[src/rtl/scan_tap_pkg.sv]
package scan_tap_pkg;

  typedef enum logic [3:0] {
    ST_EX2_DR = 4'h0,
    ST_EX1_DR = 4'h1,
    ST_SH_DR  = 4'h2,
    ST_PAU_DR = 4'h3,
    ST_SEL_IR = 4'h4,
    ST_UPD_DR = 4'h5,
    ST_CAP_DR = 4'h6,
    ST_SEL_DR = 4'h7,
    ST_EX2_IR = 4'h8,
    ST_EX1_IR = 4'h9,
    ST_SH_IR  = 4'hA,
    ST_PAU_IR = 4'hB,
    ST_IDLE   = 4'hC,
    ST_UPD_IR = 4'hD,
    ST_CAP_IR = 4'hE,
    ST_RESET  = 4'hF
  } tap_state_e;

  typedef enum logic [1:0] {
    PATH_BYP = 2'd0,
    PATH_ID  = 2'd1,
    PATH_BSR = 2'd2
  } dr_path_e;

  // Next controller state for a given mode-select sample.
  function automatic tap_state_e tap_next(tap_state_e s, logic tms);
    tap_state_e n;
    case (s)
      ST_RESET:  n = tms ? ST_RESET  : ST_IDLE;
      ST_IDLE:   n = tms ? ST_SEL_DR : ST_IDLE;
      ST_SEL_DR: n = tms ? ST_SEL_IR : ST_CAP_DR;
      ST_CAP_DR: n = tms ? ST_EX1_DR : ST_SH_DR;
      ST_SH_DR:  n = tms ? ST_EX1_DR : ST_SH_DR;
      ST_EX1_DR: n = tms ? ST_UPD_DR : ST_PAU_DR;
      ST_PAU_DR: n = tms ? ST_EX2_DR : ST_PAU_DR;
      ST_EX2_DR: n = tms ? ST_UPD_DR : ST_SH_DR;
      ST_UPD_DR: n = tms ? ST_SEL_DR : ST_IDLE;
      ST_SEL_IR: n = tms ? ST_RESET  : ST_CAP_IR;
      ST_CAP_IR: n = tms ? ST_EX1_IR : ST_SH_IR;
      ST_SH_IR:  n = tms ? ST_EX1_IR : ST_SH_IR;
      ST_EX1_IR: n = tms ? ST_UPD_IR : ST_PAU_IR;
      ST_PAU_IR: n = tms ? ST_EX2_IR : ST_PAU_IR;
      ST_EX2_IR: n = tms ? ST_UPD_IR : ST_SH_IR;
      ST_UPD_IR: n = tms ? ST_SEL_DR : ST_IDLE;
      default:   n = ST_RESET;
    endcase
    return n;
  endfunction

  function automatic logic in_shift(tap_state_e s);
    return (s == ST_SH_IR) || (s == ST_SH_DR);
  endfunction

endpackage

[src/rtl/scan_tap_fsm.sv]
module scan_tap_fsm
  import scan_tap_pkg::*;
(
  input  logic       tck,
  input  logic       trst_n,
  input  logic       tms,
  output tap_state_e state_o
);

  always_ff @(posedge tck or negedge trst_n) begin
    if (!trst_n) state_o <= ST_RESET;
    else         state_o <= tap_next(state_o, tms);
  end

endmodule

[src/rtl/scan_tap_ir.sv]
module scan_tap_ir
  import scan_tap_pkg::*;
#(
  parameter int              IR_W       = 3,
  parameter logic [IR_W-1:0] OP_EXTEST  = 3'b000,
  parameter logic [IR_W-1:0] OP_IDCODE  = 3'b001,
  parameter logic [IR_W-1:0] OP_SAMPLEZ = 3'b010,
  parameter logic [IR_W-1:0] OP_SAMPLE  = 3'b100,
  parameter logic [IR_W-1:0] OP_BYPASS  = 3'b111
) (
  input  logic            tck,
  input  logic            trst_n,
  input  tap_state_e      state_i,
  input  logic            tdi,
  output logic [IR_W-1:0] ir_sr_o,
  output logic [IR_W-1:0] ir_q_o,
  output dr_path_e        path_o
);

  // Capture pattern: low two bits 01, upper bits zero.
  localparam logic [IR_W-1:0] IR_CAP = IR_W'(1);

  // Opcode to data-path decode; any code not named selects bypass.
  function automatic dr_path_e decode(logic [IR_W-1:0] op);
    dr_path_e p;
    if (op == OP_BYPASS)      p = PATH_BYP;
    else if (op == OP_IDCODE) p = PATH_ID;
    else if ((op == OP_EXTEST) || (op == OP_SAMPLEZ) || (op == OP_SAMPLE))
      p = PATH_BSR;
    else                      p = PATH_BYP;
    return p;
  endfunction

  always_ff @(posedge tck or negedge trst_n) begin
    if (!trst_n) begin
      ir_sr_o <= IR_CAP;
    end else begin
      case (state_i)
        ST_CAP_IR: ir_sr_o <= IR_CAP;
        ST_SH_IR:  ir_sr_o <= {tdi, ir_sr_o[IR_W-1:1]};
        default:   ir_sr_o <= ir_sr_o;
      endcase
    end
  end

  always_ff @(posedge tck or negedge trst_n) begin
    if (!trst_n)                    ir_q_o <= OP_IDCODE;
    else if (state_i == ST_RESET)   ir_q_o <= OP_IDCODE;
    else if (state_i == ST_UPD_IR)  ir_q_o <= ir_sr_o;
  end

  assign path_o = decode(ir_q_o);

endmodule

[src/rtl/scan_tap_dr_bank.sv]
module scan_tap_dr_bank
  import scan_tap_pkg::*;
#(
  parameter int          BSR_LEN  = 16,
  parameter logic [31:0] ID_VALUE = 32'h1A5C_3E27
) (
  input  logic               tck,
  input  logic               trst_n,
  input  tap_state_e         state_i,
  input  dr_path_e           path_i,
  input  logic               tdi,
  input  logic [BSR_LEN-1:0] pins_i,
  output logic               dr_lsb_o,
  output logic               byp_o
);

  localparam int          ID_W     = 32;
  localparam logic [ID_W-1:0] ID_FIXED = ID_VALUE | ID_W'(1);

  logic               cap_w, sh_w;
  logic [ID_W-1:0]    id_sr;
  logic [BSR_LEN-1:0] bsr_sr;

  assign cap_w = (state_i == ST_CAP_DR);
  assign sh_w  = (state_i == ST_SH_DR);

  always_ff @(posedge tck or negedge trst_n) begin
    if (!trst_n) byp_o <= 1'b0;
    else if (path_i == PATH_BYP) begin
      if (cap_w)     byp_o <= 1'b0;
      else if (sh_w) byp_o <= tdi;
    end
  end

  always_ff @(posedge tck or negedge trst_n) begin
    if (!trst_n) id_sr <= '0;
    else if (path_i == PATH_ID) begin
      if (cap_w)     id_sr <= ID_FIXED;
      else if (sh_w) id_sr <= {tdi, id_sr[ID_W-1:1]};
    end
  end

  always_ff @(posedge tck or negedge trst_n) begin
    if (!trst_n) bsr_sr <= '0;
    else if (path_i == PATH_BSR) begin
      if (cap_w)     bsr_sr <= pins_i;
      else if (sh_w) bsr_sr <= {tdi, bsr_sr[BSR_LEN-1:1]};
    end
  end

  always_comb begin
    case (path_i)
      PATH_ID:  dr_lsb_o = id_sr[0];
      PATH_BSR: dr_lsb_o = bsr_sr[0];
      default:  dr_lsb_o = byp_o;
    endcase
  end

endmodule

[src/rtl/scan_tap.sv]
module scan_tap
  import scan_tap_pkg::*;
#(
  parameter int              BSR_LEN    = 16,
  parameter logic [31:0]     ID_VALUE   = 32'h1A5C_3E27,
  parameter int              IR_W       = 3,
  parameter logic [IR_W-1:0] OP_EXTEST  = 3'b000,
  parameter logic [IR_W-1:0] OP_IDCODE  = 3'b001,
  parameter logic [IR_W-1:0] OP_SAMPLEZ = 3'b010,
  parameter logic [IR_W-1:0] OP_SAMPLE  = 3'b100,
  parameter logic [IR_W-1:0] OP_BYPASS  = 3'b111
) (
  input  logic               tck,
  input  logic               trst_n,
  input  logic               tms,
  input  logic               tdi,
  input  logic [BSR_LEN-1:0] bsr_pins,
  output logic               tdo,
  output logic               tdo_oe
);

  tap_state_e      state_w;
  logic [IR_W-1:0] ir_sr_w;
  logic [IR_W-1:0] ir_q_w;
  dr_path_e        path_w;
  logic            dr_lsb_w;
  logic            byp_w;
  logic            shift_ir_w, shift_dr_w;
  logic            tdo_q, oe_q;

  scan_tap_fsm u_fsm (
    .tck     (tck),
    .trst_n  (trst_n),
    .tms     (tms),
    .state_o (state_w)
  );

  scan_tap_ir #(
    .IR_W       (IR_W),
    .OP_EXTEST  (OP_EXTEST),
    .OP_IDCODE  (OP_IDCODE),
    .OP_SAMPLEZ (OP_SAMPLEZ),
    .OP_SAMPLE  (OP_SAMPLE),
    .OP_BYPASS  (OP_BYPASS)
  ) u_ir (
    .tck     (tck),
    .trst_n  (trst_n),
    .state_i (state_w),
    .tdi     (tdi),
    .ir_sr_o (ir_sr_w),
    .ir_q_o  (ir_q_w),
    .path_o  (path_w)
  );

  scan_tap_dr_bank #(
    .BSR_LEN  (BSR_LEN),
    .ID_VALUE (ID_VALUE)
  ) u_dr (
    .tck      (tck),
    .trst_n   (trst_n),
    .state_i  (state_w),
    .path_i   (path_w),
    .tdi      (tdi),
    .pins_i   (bsr_pins),
    .dr_lsb_o (dr_lsb_w),
    .byp_o    (byp_w)
  );

  assign shift_ir_w = (state_w == ST_SH_IR);
  assign shift_dr_w = (state_w == ST_SH_DR);

  // Falling-edge output stage: data and enable retimed half a cycle late.
  always_ff @(negedge tck or negedge trst_n) begin
    if (!trst_n) begin
      tdo_q <= 1'b0;
      oe_q  <= 1'b0;
    end else begin
      oe_q <= in_shift(state_w);
      if (shift_ir_w)      tdo_q <= ir_sr_w[0];
      else if (shift_dr_w) tdo_q <= dr_lsb_w;
    end
  end

  assign tdo    = tdo_q;
  assign tdo_oe = oe_q;

endmodule

[config.mk]
export PLATFORM = sky130hd
export DESIGN_NAME = scan_tap
export DESIGN_NICKNAME = d
export VERILOG_FILES = /design/src/rtl/scan_tap_pkg.sv /design/src/rtl/scan_tap_fsm.sv /design/src/rtl/scan_tap_ir.sv /design/src/rtl/scan_tap_dr_bank.sv /design/src/rtl/scan_tap.sv
export SDC_FILE = /design/constraint.sdc
export NUM_CORES = 1
export LEC_CHECK = 0
export BUFFER_PORTS_ARGS = -buffer_cell sky130_fd_sc_hd__buf_2
export CAP_MARGIN = 15
export CORE_ASPECT_RATIO = 0.75
export CORE_MARGIN = 2
export CORE_UTILIZATION = 59
export DETAILED_ROUTE_END_ITERATION = 8
export PLACE_DENSITY = 0.78
export SLEW_MARGIN = 20
export SYNTH_ARGS = -nofsm -noshare
export SYNTH_HDL_FRONTEND = slang
export SYNTH_SLANG_ARGS = --single-unit
export TNS_END_PERCENT = 5
[constraint.sdc]
create_clock -name tck -period 2 [get_ports tck]
set_clock_uncertainty 0.2 [all_clocks]
set_input_delay 0.5 -clock tck [delete_from_list [all_inputs] [get_ports tck]]
set_output_delay 0.5 -clock tck [all_outputs]
set_load 0.01 [all_outputs]
==> impl_results.md, run 1 <==
- Status: complete, but fails checks
- Failing checks: setup timing
- CP Launch Type: flip-flop
- Cell total after placement: between 300 and 400
- Site row count: 21
- Worst reg2reg setup slack: -0.41 ns
- Final TNS setup: -1.49 ns
- Hold Crit Class: input port to flip-flop
- Syn Area/Cell: about 11 um2
- Routed Antenna Nets: 0
- Final HPWL DP: about 3.2 mm
- Max cap viols: 0
- Grt total ovfl: 0
- Crit-path cells: buf_2
- Hold_sp: tms
- CTS clk-pin slew, worst paths: approximately 0.06 ns
- Delay-heaviest family, CP: flip-flops
- WP buf/inv: 1
- Final worst slack: -0.547 ns
- Latest clock arrival within the worst-skew pair: between 0.3 and 0.4 ns
- WL final: ~5.1 mm
- Finished Cell Area: around 0.0034 mm2
- Ys Warns: 0
- Placement Cell Area: approximately 0.0031 mm2
- Number of diodes: 0
- CP Data Arrival Time: approximately 1.9 ns
- Fill cell count: 342
- Avg WL per Cell: between 10 and 15 um
- GRT Overall Usage: 0.214
- Port buffer count: 21
- DR vias: around 1900
- Slew @ Worst Pin: ~0.69 ns
- Post-CTS Repair Setup Buffers: 0
- Register-to-Register Path Depth: 3
- Die ar.: roughly 0.0055 mm2
- Antenna violations before repair: 0
- Fin. Hold Viols: 0
- Layout Area Growth over Synthesis: 17.4%
- Hold_ws: around 0.19 ns
- Mapped Cells: 259
- Critical Path Max Stage Delay: about 0.4 ns
- Worst Path Required: between 1 and 1.5 ns
- I/O Pins: 22
- Nets: 312
- Setup crit end kind: output pin
- Cell accounting for the most synthesized area: dfrtp_1
- Gp weighted congestion: around 0.81
- Number of global-route vias before repair: 1869
- #FFs+latches synth: 61
- Main area contributors after synthesis: dfrtp_1 (46%), mux2i_1 (11%), mux2_4 (7.3%)
- Root buf cell: clkbuf_8
- Largest fanout on the critical path: 2
- DRT iter0 DRCs: 153
- Seq/Total Area, Yosys: 0.533
- Syn_nets: roughly 280
- Commonest non-fill, non-tap cell in the layout: dfrtp_1
- Max rail drop VDD: 0.00168 V
- Reg2reg end: tdo
- Initial core utilization: 0.629
- Routed vias/inst: 5.36
- Worst setup path class: flip-flop to output pin
- CTS tree: done
- Chip height: approximately 64 um
- Layout cells sized above 1: 0.279
- Worst rel slew slack: 0.543
- Setup Viol. Count Final: 4
- Most frequent cells in the layout: dfrtp_1 (53), mux2i_1 (32), nor2_1 (26)
- Syn Std Cell Area: approximately 0.0029 mm2
- # DRC: 0
- Power per cell area: about 1600 mW/mm2
- CP max-delay cell: dfrtn_1
- First-pass GRT wire length: slightly below 9 mm
- Cell Count, Final, Fillers Out: 354
- Sink Count: between 60 and 70
- RSZ-0062 raised after global routing: true
- Core box area: roughly 0.0046 mm2
- Leakage: around 1.7 nW
- Iteration count of the initial detailed-routing pass: 5
- Die W: 84.6 um
- Max Slew Vio Count: 0
- Num CTS Buffers: 9
- Hold worst-path end: u_fsm.state_o[1]
- Yosys cell types: 29
- H-tree levels: 3
- Pin count of the biggest net entering global routing: 59
- Hold Crit Depth: 2
- Share of Yosys cell area claimed by the top area cell type: 0.461
- Clock Tree Buf Depth: 2
- R2R Path Start: u_fsm.state_o[1]
metal layers:
layer,up-vias,part of all wire,track usage
li1,947,-,-
met1,915,0.50,0.295
met5,-,0,0
met3,2,0.038,0.0828
met4,0,0.0055,0.0655
met2,32,0.46,0.316
synthesized netlist by cell type, drive strengths merged:
master and number:
nand3 5, nand2 12, nor2 26, mux2i 32
o21ai 9, buf 12, a31oi 16, maj3 1
inv 16, nor3b 2, o21ba 1, a22o 1
o2bb2ai 1, nor2b 11, a41oi 2, a21boi 2
dfrtn 2, dfrtp 53, clkbuf 8, nand2b 5
a21oi 18, mux2 17, nand3b 1, dfstp 6
worst max-delay path by stage:
stage	from	to	slack, ns	cells past startpoint
after global placement	u_fsm.state_o[1]	tdo	-0.35	3
final	tdo	tdo	-0.55	1
after detailed placement	u_fsm.state_o[1]	tdo	-0.39	3
after global routing	tdo	tdo	-0.60	1
after CTS	tdo	tdo	-0.56	1
after floorplan	u_fsm.state_o[1]	tdo	-0.42	4
registers in the layout, indices dropped and copies added (netlist names):
name and flops:
u_dr.id_sr 32, u_ir.ir_sr_o 3, tdo_oe 1, u_dr.bsr_sr 16, tdo 1, u_ir.ir_q_o 3
u_dr.byp_o 1, u_fsm.state_o 4
power by group:
part / switching, mW / internal, mW / total (mW) / leakage (nW)
Combinational: 1.05 / 0.973 / 2.02 / 0.904
Sequential: 0.280 / 1.79 / 2.07 / 0.723
Clock: 0.462 / 0.696 / 1.16 / 0.107
through the flow:
step | util | worst slack, ns | total power [mW]
after global routing | 0.739 | -0.601 | 5.63
after global placement | 0.685 | -0.354 | 3.96
after detailed placement | 0.685 | -0.392 | 4.05
final | 0.739 | -0.547 | 5.25
after floorplan | - | -0.418 | 3.51
after CTS | 0.734 | -0.564 | 5.24
cells by family after synthesis:
logic type / synth area share
simple gates: 0.107
flops: 0.533
mux: 0.196
compound gates: 0.103
fa+ha+maj: 0.00348
buf+inv: 0.0574
repair_timing:
item,in CTS,in global routing
gates resized for setup,2,6
endpoints found under the setup margin,30,31
hold endpoints to repair,3,0
pin swaps,1,0
hold buffers,1,0
layout make-up:
class / instances / area [um2] / share of cell area
inverters: 16 / 60.1 / 0.0178
clock inverters: 5 / 75.1 / 0.0222
flip-flops and latches: 61 / 1530 / 0.454
multi-input cells: 162 / 1200 / 0.355
clock buffers: 11 / 131 / 0.0389
repair buffers: 42 / 307 / 0.0908
well taps: 57 / 71.3 / 0.0211
Note: power is estimated with default switching activity, not from simulation.
==> inputs of run 2 (changes only) <==
==> constraint.sdc (replaced) <==
create_clock -name tck -period 2 [get_ports tck]
set_clock_uncertainty 0.2 [all_clocks]
set_input_delay 0.3 -clock tck [delete_from_list [all_inputs] [get_ports tck]]
set_output_delay 0.3 -clock tck [all_outputs]
set_load 0.01 [all_outputs]
==> impl_results.md, run 2 (same netlist as run 1, synthesis figures left out) <==
- Slew @ Worst Pin: 0.708 ns (+0.0217 ns)
- Setup crit end kind: flip-flop
- # DRC: 0 (unchanged)
- Worst setup path class: flip-flop to flip-flop
- DRT iter0 DRCs: 109 (-29%)
- Commonest non-fill, non-tap cell in the layout: dfrtp_1
- Place WS: -0.422 ns (-0.0304 ns)
- Port buffer count: 21 (unchanged)
- Cell total after placement: 338 (+0.30%)
- Post-layout util: 0.749 (+0.0107)
- CTS tree: done
- Initial core utilization: 0.629 (unchanged)
- Failing checks: setup timing
- Leakage: 1.76 nW (+1.4%)
- Hold_ws: 0.0794 ns (-0.106 ns)
- CP Launch Type: flip-flop
- Layout Area Growth over Synthesis: 19.1%
- GRT Overall Usage: 0.217 (+0.00262)
- Avg WL per Cell: 14.7 um (+1.9%)
- Routed vias/inst: 5.42 (+1.2%)
- Routed Antenna Nets: 0 (unchanged)
- Worst Path Required: 0.95 ns (-0.35 ns)
- Layout cells sized above 1: 0.288 (+0.00816)
- Power per cell area: 1570 mW/mm2 (+0.97%)
- Iteration count of the initial detailed-routing pass: 4 (-1)
- Site row count: 21 (unchanged)
- Grt total ovfl: 0 (unchanged)
- Pin count of the biggest net entering global routing: 59 (unchanged)
- Status: complete, but fails checks
- Max Slew Vio Count: 0 (unchanged)
- Largest reg by FF count: u_dr.id_sr
- Die W: 84.6 um (unchanged)
- Core box area: 0.00457 mm2 (unchanged)
- Hold Crit Depth: 3 (+1)
- Max FFs per register: 32 (unchanged)
- First-pass GRT wire length: 9.04 mm (+1.2%)
- Critical Path Max Stage Delay: 0.56 ns (+0.16 ns)
- Num CTS Buffers: 9 (unchanged)
- RSZ-0062 raised after global routing: true
- Post-CTS Repair Setup Buffers: 0 (unchanged)
- WL final: 5.23 mm (+2.4%)
- DR vias: 1930 (+1.8%)
- Chip height: 64.5 um (unchanged)
- Sink Count: 61 (unchanged)
- Max rail drop VDD: 0.00169 V (+0.24%)
- Largest fanout on the critical path: 4 (+2)
- H-tree levels: 3 (unchanged)
- Worst rel slew slack: 0.528 (-0.0145)
- Nets: 314 (+0.64%)
- Number of global-route vias before repair: 1945 (+4.1%)
- Max cap viols: 0 (unchanged)
- Top flop regs: u_dr.id_sr x32, u_dr.bsr_sr x16, u_fsm.state_o x4
- Cell Count, Final, Fillers Out: 356 (+0.56%)
- Most frequent cells in the layout: dfrtp_1 (53), mux2i_1 (32), nor2_1 (26)
- CTS clk-pin slew, worst paths: 0.07 ns (about the same)
- Setup Viol. Count Final: 4 (unchanged)
- Number of diodes: 0 (unchanged)
- Multi-input logic area: 0.00120 mm2 (unchanged)
- Storage cell area: 0.00153 mm2 (unchanged)
- CP Data Arrival Time: 1.45 ns (-0.40 ns)
- Fin. Hold Viols: 0 (unchanged)
- Crit-path cells: nor3b_4 -> nor2b_1 -> a41oi_1
- Register-to-Register Path Depth: 3 (unchanged)
- Latest clock arrival within the worst-skew pair: 0.34 ns (about the same)
- I/O Pins: 22 (unchanged)
- Gp weighted congestion: 0.797 (-1.5%)
- Hold Crit Class: input port to flip-flop
- Fill cell count: 333 (-2.6%)
- Root buf cell: clkbuf_8
- Final worst slack: -0.510 ns (+0.0380 ns)
- Die ar.: 0.00546 mm2 (unchanged)
- Final HPWL DP: 3.31 mm (+4.3%)
- Antenna violations before repair: 0 (unchanged)
- Final TNS setup: -1.19 ns (+0.306 ns)
- Clock Tree Buf Depth: 2 (unchanged)
- CP max-delay cell: dfstp_2
## run 2: final cells by class
class                           instances  area share
Tap cell                               57      0.0208
Clock buffer                           13      0.0522
Multi-Input combinational cell        162       0.350
Clock inverter                          3      0.0190
Sequential cell                        61       0.448
Timing Repair Buffer                   44      0.0928
Inverter                               16      0.0175
## run 2: where the power goes
part	internal, mW	total (mW)	switching [mW]	leakage [nW]
clock	0.836	1.30	0.464	0.126
combinational	0.954	2.00	1.04	0.909
sequential	1.79	2.08	0.291	0.723
## run 2: per-layer routing
metal / part of all wire / vias up / global-route usage / wire length [um]
met1: 0.51 / 932 / 0.288 / 2660
li1: - / 958 / - / -
met3: 0.034 / 4 / 0.0815 / 178
met4: 0.0080 / 0 / 0.0694 / 42
met5: 0 / - / 0 / 0
met2: 0.45 / 36 / 0.333 / 2350
## run 2: final timing paths
kind,from,to,slack [ns]
worst min register to register,u_dr.id_sr[15],u_dr.id_sr[15],0.30
min in group asynchronous,trst_n,u_dr.bsr_sr[0],0.10
worst max-delay path,u_fsm.state_o[1],tdo,-0.51
worst max register to register,u_fsm.state_o[1],tdo,-0.51
worst min-delay path,bsr_pins[15],u_dr.bsr_sr[15],0.08
max in group asynchronous,trst_n,tdo_oe,0.44
## run 2: critical path: cells and delay by family, from the launching register on
kind	cells	cell delay, ns
AOI/OAI and AO/OA	1	0.13
DFF	1	0.56
and+or+nand+nor	2	0.43
## run 2: stage by stage
stage	cell area, um2	total power, mW
global placement	3140	3.95
CTS	3410	5.40
global route	3430	5.75
finish	3430	5.37
detailed placement	3140	4.05
floorplan	2900	3.51
## run 2: timing repair
item | CTS | global route
endpoints found under the setup margin | 36 | 33
hold endpoints to repair | 3 | 0
hold buffers | 2 | 0
gates resized for setup | 2 | 4
